### src/rtl/wbd_pkg.sv
package wbd_pkg;
    localparam int CTI_W = 3;
    localparam int BTE_W = 2;

    // response bundle carried back from one subordinate
    typedef struct packed {
        logic ack;
        logic err;
        logic rty;
        logic stall;
    } wbd_resp_t;
endpackage

### src/rtl/wbd_window_match.sv
module wbd_window_match #(
    parameter int ADDR_W    = 20,
    parameter int SUB_AW    = 8,
    parameter int SIZE_LOG2 = 6,
    parameter logic [ADDR_W-1:0] BASE = '0
) (
    input  logic [ADDR_W-1:0] adr_i,
    output logic              hit_o,
    output logic [SUB_AW-1:0] offset_o
);
    localparam logic [SUB_AW-1:0] OFF_MASK = SUB_AW'((64'd1 << SIZE_LOG2) - 64'd1);
    localparam logic [SUB_AW-1:0] BASE_LO  = BASE[SUB_AW-1:0];

    logic [SUB_AW-1:0] diff;

    always_comb begin
        hit_o    = (adr_i[ADDR_W-1:SIZE_LOG2] == BASE[ADDR_W-1:SIZE_LOG2]);
        diff     = adr_i[SUB_AW-1:0] - BASE_LO;
        offset_o = diff & OFF_MASK;
    end
endmodule

### src/rtl/wbd_sel_widen.sv
module wbd_sel_widen #(
    parameter int   SEL_W  = 2,
    parameter int   FINE_W = 4,
    parameter logic FINE   = 1'b0
) (
    input  logic [SEL_W-1:0]  sel_i,
    output logic [FINE_W-1:0] sel_o
);
    localparam int RATIO = FINE_W / SEL_W;

    generate
        if (FINE) begin : g_fine
            for (genvar j = 0; j < FINE_W; j++) begin : g_lane
                assign sel_o[j] = sel_i[j / RATIO];
            end
        end else begin : g_coarse
            for (genvar j = 0; j < FINE_W; j++) begin : g_lane
                if (j < SEL_W) begin : g_live
                    assign sel_o[j] = sel_i[j];
                end else begin : g_zero
                    assign sel_o[j] = 1'b0;
                end
            end
        end
    endgenerate
endmodule

### src/rtl/wbd_resp_mux.sv
module wbd_resp_mux
    import wbd_pkg::*;
#(
    parameter int NUM_SUB = 4,
    parameter int DATA_W  = 32,
    parameter logic [NUM_SUB-1:0] HAS_ERR   = '0,
    parameter logic [NUM_SUB-1:0] HAS_RTY   = '0,
    parameter logic [NUM_SUB-1:0] HAS_STALL = '0
) (
    input  logic [NUM_SUB-1:0]        grant_i,
    input  logic [NUM_SUB*DATA_W-1:0] dat_i,
    input  logic [NUM_SUB-1:0]        ack_i,
    input  logic [NUM_SUB-1:0]        err_i,
    input  logic [NUM_SUB-1:0]        rty_i,
    input  logic [NUM_SUB-1:0]        stall_i,
    output logic [DATA_W-1:0]         dat_o,
    output wbd_resp_t                 resp_o
);
    wbd_resp_t [NUM_SUB-1:0] per_sub;

    generate
        for (genvar i = 0; i < NUM_SUB; i++) begin : g_sub
            always_comb begin
                per_sub[i].ack   = ack_i[i];
                per_sub[i].err   = HAS_ERR[i]   ? err_i[i]   : 1'b0;
                per_sub[i].rty   = HAS_RTY[i]   ? rty_i[i]   : 1'b0;
                per_sub[i].stall = HAS_STALL[i] ? stall_i[i] : 1'b0;
            end
        end
    endgenerate

    // grant is one-hot or zero, so an AND-OR tree is a mux
    always_comb begin
        dat_o  = '0;
        resp_o = '0;
        for (int i = 0; i < NUM_SUB; i++) begin
            if (grant_i[i]) begin
                dat_o  = dat_o | dat_i[i*DATA_W +: DATA_W];
                resp_o = resp_o | per_sub[i];
            end
        end
    end
endmodule

### src/rtl/wbd_addr_decoder.sv
module wbd_addr_decoder
    import wbd_pkg::*;
#(
    parameter int NUM_SUB = 4,
    parameter int ADDR_W  = 20,
    parameter int DATA_W  = 32,
    parameter int GRAN    = 16,
    parameter int SUB_AW  = 8,
    parameter logic [NUM_SUB-1:0][ADDR_W-1:0] SUB_BASE =
        {20'h04000, 20'h03000, 20'h02000, 20'h01000},
    parameter logic [NUM_SUB-1:0][7:0] SUB_SIZE_LOG2 = {8'd4, 8'd8, 8'd5, 8'd6},
    parameter logic [NUM_SUB-1:0] SUB_FINE      = 4'b1010,
    parameter logic [NUM_SUB-1:0] SUB_HAS_ERR   = 4'b0101,
    parameter logic [NUM_SUB-1:0] SUB_HAS_RTY   = 4'b0001,
    parameter logic [NUM_SUB-1:0] SUB_HAS_STALL = 4'b1001,
    localparam int SEL_W  = DATA_W / GRAN,
    localparam int FINE_W = DATA_W / 8
) (
    input  logic [ADDR_W-1:0]         m_adr_i,
    input  logic [DATA_W-1:0]         m_dat_w_i,
    input  logic [SEL_W-1:0]          m_sel_i,
    input  logic                      m_cyc_i,
    input  logic                      m_stb_i,
    input  logic                      m_we_i,
    input  logic                      m_lock_i,
    input  logic [CTI_W-1:0]          m_cti_i,
    input  logic [BTE_W-1:0]          m_bte_i,
    output logic [DATA_W-1:0]         m_dat_r_o,
    output logic                      m_ack_o,
    output logic                      m_err_o,
    output logic                      m_rty_o,
    output logic                      m_stall_o,
    output logic [NUM_SUB*SUB_AW-1:0] s_adr_o,
    output logic [DATA_W-1:0]         s_dat_w_o,
    output logic [NUM_SUB*FINE_W-1:0] s_sel_o,
    output logic [NUM_SUB-1:0]        s_cyc_o,
    output logic                      s_stb_o,
    output logic                      s_we_o,
    output logic                      s_lock_o,
    output logic [CTI_W-1:0]          s_cti_o,
    output logic [BTE_W-1:0]          s_bte_o,
    input  logic [NUM_SUB*DATA_W-1:0] s_dat_r_i,
    input  logic [NUM_SUB-1:0]        s_ack_i,
    input  logic [NUM_SUB-1:0]        s_err_i,
    input  logic [NUM_SUB-1:0]        s_rty_i,
    input  logic [NUM_SUB-1:0]        s_stall_i
);
    logic [NUM_SUB-1:0] hit;
    logic [NUM_SUB-1:0] grant;
    wbd_resp_t          resp;

    generate
        for (genvar i = 0; i < NUM_SUB; i++) begin : g_win
            wbd_window_match #(
                .ADDR_W    (ADDR_W),
                .SUB_AW    (SUB_AW),
                .SIZE_LOG2 (int'(SUB_SIZE_LOG2[i])),
                .BASE      (SUB_BASE[i])
            ) i_match (
                .adr_i    (m_adr_i),
                .hit_o    (hit[i]),
                .offset_o (s_adr_o[i*SUB_AW +: SUB_AW])
            );

            wbd_sel_widen #(
                .SEL_W  (SEL_W),
                .FINE_W (FINE_W),
                .FINE   (SUB_FINE[i])
            ) i_widen (
                .sel_i (m_sel_i),
                .sel_o (s_sel_o[i*FINE_W +: FINE_W])
            );
        end
    endgenerate

    // lowest index wins should windows ever overlap; gated by cycle
    always_comb begin
        grant = '0;
        for (int i = NUM_SUB - 1; i >= 0; i--) begin
            if (hit[i] && m_cyc_i) begin
                grant    = '0;
                grant[i] = 1'b1;
            end
        end
    end

    wbd_resp_mux #(
        .NUM_SUB   (NUM_SUB),
        .DATA_W    (DATA_W),
        .HAS_ERR   (SUB_HAS_ERR),
        .HAS_RTY   (SUB_HAS_RTY),
        .HAS_STALL (SUB_HAS_STALL)
    ) i_resp (
        .grant_i (grant),
        .dat_i   (s_dat_r_i),
        .ack_i   (s_ack_i),
        .err_i   (s_err_i),
        .rty_i   (s_rty_i),
        .stall_i (s_stall_i),
        .dat_o   (m_dat_r_o),
        .resp_o  (resp)
    );

    always_comb begin
        s_cyc_o   = grant;
        s_stb_o   = m_stb_i;
        s_we_o    = m_we_i;
        s_lock_o  = m_lock_i;
        s_cti_o   = m_cti_i;
        s_bte_o   = m_bte_i;
        s_dat_w_o = m_dat_w_i;
        m_ack_o   = resp.ack;
        m_err_o   = resp.err;
        m_rty_o   = resp.rty;
        m_stall_o = resp.stall;
    end
endmodule

### config.mk
export PLATFORM = sky130hd
export DESIGN_NAME = wbd_addr_decoder
export DESIGN_NICKNAME = d
export VERILOG_FILES = /design/src/rtl/wbd_pkg.sv /design/src/rtl/wbd_window_match.sv /design/src/rtl/wbd_sel_widen.sv /design/src/rtl/wbd_resp_mux.sv /design/src/rtl/wbd_addr_decoder.sv
export SDC_FILE = /design/constraint.sdc
export NUM_CORES = 1
export LEC_CHECK = 0
export BUFFER_PORTS_ARGS = -buffer_cell sky130_fd_sc_hd__buf_4
export CAP_MARGIN = 5
export CELL_PAD_IN_SITES_DETAIL_PLACEMENT = 1
export CELL_PAD_IN_SITES_GLOBAL_PLACEMENT = 1
export CORE_AREA = 2 2 131 133
export DETAILED_ROUTE_END_ITERATION = 16
export DIE_AREA = 0 0 133 135
export GPL_TIMING_DRIVEN = 0
export PLACE_DENSITY = 0.69
export SLEW_MARGIN = 25
export SYNTH_ARGS = -nofsm -noshare
export SYNTH_HDL_FRONTEND = slang
export SYNTH_SLANG_ARGS = --single-unit
### constraint.sdc
create_clock -name vclk -period 1.1
set_input_delay 0.165 -clock vclk [all_inputs]
set_output_delay 0.165 -clock vclk [all_outputs]
set_load 0.05 [all_outputs]
==> Yosys cells after proc, flatten, opt, wreduce, memory -nomap -nowiden <==
Cells that the tools add are included.
{ "word_totals": {"inputBits": 207, "out_inout_bits": 128, "word_cells": 26, "regBits": 0} }
{ "op_classes": {"eq_ne": 4, "n_mux": 12, "bitwise_logic": 6, "n_reduce_logical": 4} }
{ "op_table": {"columns": ["cell", "count"], "rows": [
  ["$mux W32", 4],
  ["$or A32 B32 Y32", 3],
  ["$mux W4", 8],
  ["$eq A16 B11 Y1 const B", 1],
  ["$eq A15 B9 Y1 const B", 1],
  ["$eq A14 B7 Y1 const B", 1],
  ["$eq A12 B6 Y1 const B", 1],
  ["$or A4 B4 Y4", 3],
  ["$logic_and A1 B1 Y1", 4]
]} }

==> Longest topological paths before layout <==
Gate-level depths: netlist of run 1.
{ "logic_depth": {"word_depth": 13, "depth_mapped": 5, "mapped_depth_nobuf": 3} }

==> Hierarchy <==
Synthesis of run 1 repeated with hierarchy kept, for this count alone.
{ "unflattened": {"hier_cells": 236, "area_unflattened_um2": 1894.3} }
{ "by_module_without_submodules": {"columns": ["module", "n_inst", "seq_area_each_um2", "area_each_um2", "cells_per_inst"], "rows": [
  ["wbd_resp_mux", 1, 0.0, 1019.7, 118],
  ["wbd_addr_decoder", 1, 0.0, 360.3, 46],
  ["wbd_window_match at g_win[3].i_match", 1, 0.0, 100.1, 14],
  ["wbd_window_match at g_win[1].i_match", 1, 0.0, 98.8, 14],
  ["wbd_window_match at g_win[0].i_match", 1, 0.0, 97.6, 14],
  ["wbd_window_match at g_win[2].i_match", 1, 0.0, 90.1, 12],
  ["wbd_sel_widen at g_win[0].i_widen ...", 2, 0.0, 33.8, 5],
  ["wbd_sel_widen at g_win[1].i_widen ...", 2, 0.0, 30.0, 4]
]} }

==> Worst setup path after synthesis of run 1 <==
No wires, ideal clock.
{ "synth_path": {"path_kind": "input to output", "startpoint": "input m_adr_i[7]", "endpoint": "output m_rty_o", "path_stages": 5, "path_slack_ns": -0.937, "t_arrival_ns": 1.872, "path_cell_list": "and4bb_1 > buf_2 > buf_2 > nand2_1 > nor3_1"} }
{ "synth_via": {"elab_chain_len": 11} }
{ "synth_rtl": {"columns": ["item", "line_no", "rtl"], "rows": [
  ["start, declared", "wbd_addr_decoder.sv:19", "input logic [ADDR_W-1:0] m_adr_i,"],
  ["$eq A15 B9 Y1", "wbd_window_match.sv:17", "hit_o = (adr_i[ADDR_W-1:SIZE_LOG2] == BASE[ADDR_W-1:SIZE_LOG2]);"],
  ["$logic_and A1 B1 Y1", "wbd_addr_decoder.sv:80", "if (hit[i] && m_cyc_i) begin"],
  ["$mux W4", "wbd_addr_decoder.sv:80", null],
  ["$mux W4 *", "wbd_addr_decoder.sv:80", null],
  ["$mux W4", "wbd_resp_mux.sv:37", "if (grant_i[i]) begin"],
  ["$or A4 B4 Y4", "wbd_resp_mux.sv:39", "resp_o = resp_o | per_sub[i];"],
  ["$mux W4", "wbd_resp_mux.sv:37", null],
  ["$or A4 B4 Y4", "wbd_resp_mux.sv:39", null],
  ["$mux W4", "wbd_resp_mux.sv:37", null],
  ["$or A4 B4 Y4", "wbd_resp_mux.sv:39", null],
  ["$mux W4 *", "wbd_resp_mux.sv:37", null],
  ["end, declared", "wbd_addr_decoder.sv:31", "output logic m_rty_o,"]
]} }
Every way passes the cells marked *; elsewhere a longest branch is shown, timed or not.

==> Final worst setup path of run 1 <==
{ "layout_path": {"startpoint": "input m_adr_i[11]", "endpoint": "output m_dat_r_o[7]"} }
{ "layout_via": {"elab_chain_len": 12} }
{ "layout_rtl": {"columns": ["item", "line_no", "rtl"], "rows": [
  ["$eq A12 B6 Y1", "wbd_window_match.sv:17", null],
  ["$logic_and A1 B1 Y1", "wbd_addr_decoder.sv:80", null],
  ["$mux W4 (2 in a row)", "wbd_addr_decoder.sv:80", null],
  ["$mux W4 *", "wbd_addr_decoder.sv:80", null],
  ["$mux W32", "wbd_resp_mux.sv:37", null],
  ["$or A32 B32 Y32", "wbd_resp_mux.sv:38", "dat_o = dat_o | dat_i[i*DATA_W +: DATA_W];"],
  ["$mux W32", "wbd_resp_mux.sv:37", null],
  ["$or A32 B32 Y32", "wbd_resp_mux.sv:38", null],
  ["$mux W32", "wbd_resp_mux.sv:37", null],
  ["$or A32 B32 Y32", "wbd_resp_mux.sv:38", null],
  ["$mux W32 *", "wbd_resp_mux.sv:37", null],
  ["end, declared", "wbd_addr_decoder.sv:28", "output logic [DATA_W-1:0] m_dat_r_o,"]
]} }
Marked as above.

==> results of run 1 <==
==> final cells by class <==
type | instances | area (sq um)
fillers | 1924 | 11300
repair buffers | 284 | 2330
multi-input cells | 136 | 1570
plain buffers | 113 | 932
well taps | 220 | 275
inverters | 2 | 7.51
==> cell families (layout without fill, tap and decap cells) <==
| logic type | after synthesis | in the layout |
|---|---|---|
| AO/OA/AOI/OAI | 101 | 101 |
| buffers and inverters | 115 | 399 |
| other | 1 | 13 |
| AND/OR/NAND/NOR | 22 | 22 |
==> stage by stage <==
step / worst slack (ns) / setup TNS, ns / util / hold slack [ns] / area, sq um
4_1_cts: -0.598 / -20.91 / 0.311 / 0.585 / 5100
3_5_place_dp: -1.02 / -35.20 / 0.280 / 0.585 / 4590
5_1_grt: -0.695 / -24.43 / 0.312 / 0.588 / 5120
2_1_floorplan: -0.425 / -15.34 / - / 0.491 / 2290
3_3_place_gp: -1.00 / -34.90 / 0.280 / 0.585 / 4590
6_report: -0.598 / -20.87 / 0.312 / 0.585 / 5120
==> cell usage after synthesis (all sizes together) <==
cell and n:
nand2 2, nor2 5, nor4b 1, clkbuf 1, nand4 1, nor3 2
buf 112, o22ai 34, and4bb 1, nor3b 2, nor4 2, conb 1
a22oi 34, nand3 2, a32oi 33, and4b 1, nor2b 3, inv 2
==> per-layer routing <==
layer	wire (microns)	vias to the layer above	global-route usage
met5	0	-	0
met4	55	0	0.00597
met3	1230	4	0.0300
met2	7280	194	0.278
met1	4330	1438	0.134
li1	-	1439	-
==> worst max-delay path by stage <==
| stage | endpoint | depth (start not counted) | slack [ns] |
|---|---|---|---|
| CTS | m_dat_r_o[7] | 8 | -0.60 |
| finish | m_dat_r_o[7] | 8 | -0.60 |
| floorplan | m_dat_r_o[13] | 4 | -0.43 |
| global route | m_dat_r_o[7] | 8 | -0.70 |
| global placement | m_dat_r_o[22] | 6 | -1.00 |
| detailed placement | m_dat_r_o[21] | 6 | -1.02 |
==> worst max-delay path: stages <==
cell                      delay (ns)
sky130_fd_sc_hd__buf_6          0.10
sky130_fd_sc_hd__nor4_4         0.24
sky130_fd_sc_hd__buf_4          0.18
sky130_fd_sc_hd__nand4_4        0.17
sky130_fd_sc_hd__buf_12         0.20
sky130_fd_sc_hd__buf_12         0.14
sky130_fd_sc_hd__o22ai_4        0.16
sky130_fd_sc_hd__buf_6          0.18
==> repair_timing <==
action | 4_1_cts | 5_1_grt
gates resized for setup | 88 | 2
hold buffers | 0 | 0
pin swaps | 9 | 4
cloned | 2 | 0
setup buffers | 11 | 3
endpoints found under the setup margin | 40 | 40
==> power by group through the flow <==
stage / clock network, mW / registers (mW) / logic, mW
6_report: 0 / 0 / 1.89
5_1_grt: 0 / 0 / 1.98
4_1_cts: 0 / 0 / 1.89
3_5_place_dp: 0 / 0 / 1.83
3_3_place_gp: 0 / 0 / 1.79
2_1_floorplan: 0 / 0 / 1.08
==> impl_summary.txt, run 1 <==
----------------------------------------------------
[Floorplan]
  Num ports ... 335
  Die boundary height ... 135 microns
  Die width ... 133 microns
  Floorplan die area ... 18000 sq um
  Placeable core region ... 16400 sq um
  Initial Utilization ... 0.108
  Count of standard-cell rows ... 47

[Finish]
  Inserted Diodes ... 0
  Clock buffer count in the final layout ... 0
  Synthesis-to-finish area growth ... 188%
  Most common library cell in the layout ignoring fill and taps ... sky130_fd_sc_hd__buf_4
  Net total in the final layout ... 744
  Layout sequential cell count ... 0
  Area of all sequential standard cells ... 0 sq um
  Ratio of cells with drive above 1 in the final layout ... 0.847
  Top library cells by usage in the layout, fill and taps aside ... 342 x sky130_fd_sc_hd__buf_4, 34 x sky130_fd_sc_hd__a22oi_1, 33 x sky130_fd_sc_hd__buf_6
  Count of non-filler cells in the finished layout ... 755

[Yosys]
  Synthesized netlist cell count ... 239
  Synthesized-area fraction occupied by ao, oa, aoi and oai cells ... 0.430
  Share of the yosys chip area belonging to registers ... 0
  Dominant combinational cell family by area after synthesis ... buffers and inverters
  Syn Area/Cell ... 7.43 sq um
  Share of the synthesized area in the top cell type ... 0.376
  Area share of and/or/nand/nor cells after synthesis ... 0.106
  Warning count from the yosys run ... 0
  Cell area after synthesis ... 1780 sq um
  Fraction of synthesized area in multiplexers ... 0
  Cell type contributing the most total cell area after synthesis ... sky130_fd_sc_hd__buf_4
  Cells taking the most area after synthesis ... sky130_fd_sc_hd__buf_4 38%, sky130_fd_sc_hd__a32oi_1 16%, sky130_fd_sc_hd__a22oi_1 14%, sky130_fd_sc_hd__o22ai_1 12%, sky130_fd_sc_hd__buf_2 5.4%
  Area share of fa/ha/maj cells after synthesis ... 0
  Synthesized-area fraction occupied by xor and xnor cells ... 0
  Library cells used by synthesis ... 24

[Detailed routing]
  Via density ... 4.07
  Post-route DRC ... 0
  Wire per inst ... 17.1 microns
  1st-pass router iterations ... 4
  WL final ... 12.9 mm
  ANT nets after route ... 0
  First DRT Iteration DRCs ... 57
  Number of vias after detailed routing ... 3075

[Worst setup path]
  Sort of element at the end of the critical path ... primary output
  CP startpoint ... m_adr_i[11]
  Crit-path max FO ... 5
  Critical path start-end classification ... in -> out
  Setup crit start kind ... primary input
  CP Data Arrival Time ... 1.53 ns
  WP data required ... 0.94 ns

[Min path]
  Number of instances on the worst hold path ... 2
  Worst hold-check path type ... in -> out
  Hold endpoint ... s_dat_w_o[3]
  Hold path start ... m_dat_w_i[3]

[Pwr]
  Combinational cell fraction of total power ... 1.000
  Total power divided by cell area ... 368 nW/um^2
  Share of total power in sequential cells ... 0
  Switching power of the nets ... 1.04 mW
  Leakage power figure ... 2.29 nW
  Worst VDD drop ... 0.000263 V
  Pint ... 0.850 mW
  Portion of total power attributed to the clock network ... 0
  Switching fraction of total power ... 0.550
  Tot Pwr ... 1.89 mW

[GRT]
  Global-route congestion overflow total ... 0
  Maximum number of pins on one net before global-route repair ... 11
  Overall track demand over capacity in global routing ... 0.131
  Antenna violations before repair ... 0
  Number of global-route vias before repair ... 3301
  Global-route wire length before repair ... 18.7 mm

[Place]
  Detailed-placement wirelength estimate ... 10.9 mm
  Post-placement cell count ... 740
  Port Buffers ... 269
  Routability congestion estimate ... 0.819

[Timing]
  Final critical-path required period ... 1.70 ns
  Count of final max-slew check failures ... 0
  Unrepaired setup endpoints after global routing ... yes
  Peak clock frequency supported by timing ... 0.589 GHz
  Final critical-path setup slack ... -0.598 ns
  Final-report hold violation count ... 0
  Number of endpoints failing setup at the final stage ... 40
  Final clock period utilization by the worst path ... 1.54

[Run status]
  Result of the run ... finished, violations left
  Violations in the final reports ... negative setup slack

[Run]
  Maximum capacitance violations ... 0

----------------------------------------------------
No activity file was read; power rests on OpenSTA's default activity.
==> inputs of run 2 (changes only) <==
--- a/config.mk
+++ b/config.mk
@@ -9,11 +9,11 @@
 export CAP_MARGIN = 5
 export CELL_PAD_IN_SITES_DETAIL_PLACEMENT = 1
 export CELL_PAD_IN_SITES_GLOBAL_PLACEMENT = 1
-export CORE_AREA = 2 2 131 133
+export CORE_AREA = 8 8 125 127
 export DETAILED_ROUTE_END_ITERATION = 16
 export DIE_AREA = 0 0 133 135
 export GPL_TIMING_DRIVEN = 0
-export PLACE_DENSITY = 0.69
+export PLACE_DENSITY = 0.78
 export SLEW_MARGIN = 25
 export SYNTH_ARGS = -nofsm -noshare
 export SYNTH_HDL_FRONTEND = slang
==> constraint.sdc (replaced) <==
create_clock -name vclk -period 2.2
set_input_delay 0.33 -clock vclk [all_inputs]
set_output_delay 0.33 -clock vclk [all_outputs]
set_load 0.05 [all_outputs]
==> run 2 against run 1 <==
Net effect:
- the run now ends clean
- combinational power down 53%
- hold slack better by 0.33 ns
- first-iteration DRC count is 8.8% higher
- core utilization down 0.99 points
- critical path depth fell by 1
- power shrank 53%
- cell count down 6.9%
- flip-flop and latch count did not move
- global-route usage is 0.48 points higher
- routed wire length rose by 5.9%
- critical path type unchanged
- critical endpoint is now m_dat_r_o[9]
- highest routed layer unchanged
==> impl_summary.txt, run 2 (synthesized netlist as in run 1, its figures left out) <==
----------------------------------------------------
[Floorplan]
  Num ports ... 335 (unchanged)
  Count of standard-cell rows ... 43 (-8.5%)
  Placeable core region ... 13600 sq um (-17%)
  Floorplan die area ... 18000 sq um (unchanged)
  Die boundary height ... 135 microns (unchanged)
  Die width ... 133 microns (unchanged)
  Initial Utilization ... 0.130 (+0.0222)

[Finish]
  Synthesis-to-finish area growth ... 132%
  Top library cells by usage in the layout, fill and taps aside ... 361 x sky130_fd_sc_hd__buf_4, 34 x sky130_fd_sc_hd__a22oi_1, 33 x sky130_fd_sc_hd__a32oi_1
  Layout sequential cell count ... 0 (unchanged)
  Ratio of cells with drive above 1 in the final layout ... 0.753 (-0.0934)
  Area of all sequential standard cells ... 0 sq um (unchanged)
  Net total in the final layout ... 732 (-1.6%)
  Most common library cell in the layout ignoring fill and taps ... sky130_fd_sc_hd__buf_4
  Final std cell area, no fill ... 4110 sq um (-20%)
  Inserted Diodes ... 0 (unchanged)
  Clock buffer count in the final layout ... 0 (unchanged)
  Fin util ... 0.302 (-0.00990)

[Worst setup path]
  Sort of element at the end of the critical path ... primary output
  Crit-path max FO ... 10 (+5)
  CP Data Arrival Time ... 1.72 ns (+0.19 ns)
  Highest-delay cell along the critical path ... sky130_fd_sc_hd__nor4_4
  CP startpoint ... m_adr_i[8]
  WP data required ... 1.87 ns (+0.93 ns)
  Cell-by-cell trace of the critical path ... buf_4, nor4_4, nand3_2, buf_6, buf_2, o22ai_1, buf_4
  Worst Path Buf+Inv ... 4 (-1)
  Crit path to ... m_dat_r_o[9]
  Worst stage delay on the critical path ... 0.36 ns (+0.12 ns)
  Total stage count of the critical path ... 7 (-1)
  Critical path start-end classification ... in -> out
  Most common cell type on the critical path ... sky130_fd_sc_hd__buf_4
  Crit path max-delay family ... buffers and inverters
  Setup crit start kind ... primary input

[Place]
  Port Buffers ... 269 (unchanged)
  Detailed-placement wirelength estimate ... 12.0 mm (+10%)
  Placement Cell Area ... 4070 sq um (-11%)
  Routability congestion estimate ... 0.711 (-13%)

[Min path]
  Worst hold-check path type ... in -> out
  Hold path start ... m_dat_w_i[10]

[Detailed routing]
  First DRT Iteration DRCs ... 62 (+8.8%)
  Via density ... 4.24 (+4.1%)
  1st-pass router iterations ... 4 (unchanged)
  ANT nets after route ... 0 (unchanged)
  Wire per inst ... 19.4 microns (+14%)
  Number of vias after detailed routing ... 2980 (-3.1%)
  Post-route DRC ... 0 (unchanged)
  WL final ... 13.7 mm (+5.9%)

[GRT]
  Overall track demand over capacity in global routing ... 0.136 (+0.00480)
  Antenna violations before repair ... 0 (unchanged)
  Number of global-route vias before repair ... 3556 (+7.7%)
  Global-route wire length before repair ... 19.7 mm (+5.3%)
  Global-route congestion overflow total ... 0 (unchanged)
  Maximum number of pins on one net before global-route repair ... 11 (unchanged)

[Timing]
  Unrepaired setup endpoints after global routing ... no
  Final clock period utilization by the worst path ... 0.934
  Final critical-path required period ... 2.05 ns
  Peak clock frequency supported by timing ... 0.487 GHz
  Count of final max-slew check failures ... 0 (unchanged)
  Worst hold slack ... 0.916 ns (+0.331 ns)
  Number of endpoints failing setup at the final stage ... 0 (-100%)
  Final-report hold violation count ... 0 (unchanged)

[Pwr]
  Leakage power figure ... 2.07 nW (-9.6%)
  Worst VDD drop ... 0.000149 V (-43%)
  Total power divided by cell area ... 214 nW/um^2 (-42%)

[Run status]
  Result of the run ... finished, final reports clean

[Run]
  Maximum capacitance violations ... 0 (unchanged)

[Clock tree]
  CTS Hold Bufs ... 0 (unchanged)

----------------------------------------------------
-- run 2: changes by cell type in the layout (fill, tap and decap cells not counted), sizes merged --
| cell | previous run | this run |
|---|---|---|
| clkbuf | 1 | 4 |
| buf | 396 | 381 |
-- run 2: power by group --
part           internal, mW  switching (mW)
clock network             0               0
logic                 0.401           0.481
registers                 0               0
-- run 2: per-layer routing --
| layer | vias to the layer above | part of all wire | track usage |
|---|---|---|---|
| met1 | 1376 | 0.37 | 0.142 |
| met5 | - | 0 | 0 |
| met4 | 0 | 0.0044 | 0.00820 |
| met3 | 4 | 0.095 | 0.0442 |
| li1 | 1415 | - | - |
| met2 | 185 | 0.53 | 0.266 |
-- run 2: what timing repair did --
action                                  4_1_cts  5_1_grt
pin swaps                                     1        1
endpoints found under the hold margin         0        0
setup buffers                                 2        1
resized for setup                             1        5
endpoints found under the setup margin       26        8
-- run 2: how the worst min path moves through the flow --
stage,depth (start not counted),slack [ns],endpoint
floorplan,2,0.82,m_rty_o
global placement,2,0.92,s_dat_w_o[28]
detailed placement,2,0.92,s_dat_w_o[23]
CTS,2,0.92,s_dat_w_o[10]
global route,2,0.92,s_dat_w_o[28]
finish,2,0.92,s_dat_w_o[10]
-- run 2: metrics by stage --
step / std cells / power (mW) / setup TNS, ns / setup WS, ns
2_1_floorplan: 251 / 0.513 / -0.0496 / -0.00496
3_3_place_gp: 700 / 0.873 / -0.458 / -0.117
3_5_place_dp: 700 / 0.884 / -0.625 / -0.125
4_1_cts: 702 / 0.886 / 0 / 0.000802
5_1_grt: 703 / 0.925 / 0 / 0.0353
6_report: 703 / 0.882 / 0 / 0.145
-- run 2: final cells by class --
| type | count | area [sq um] |
|---|---|---|
| tap | 180 | 225 |
| buffer | 113 | 820 |
| inverter | 2 | 7.51 |
| timing repair buffer | 272 | 2040 |
| fill | 1648 | 9500 |
| multi-input combinational | 136 | 1020 |
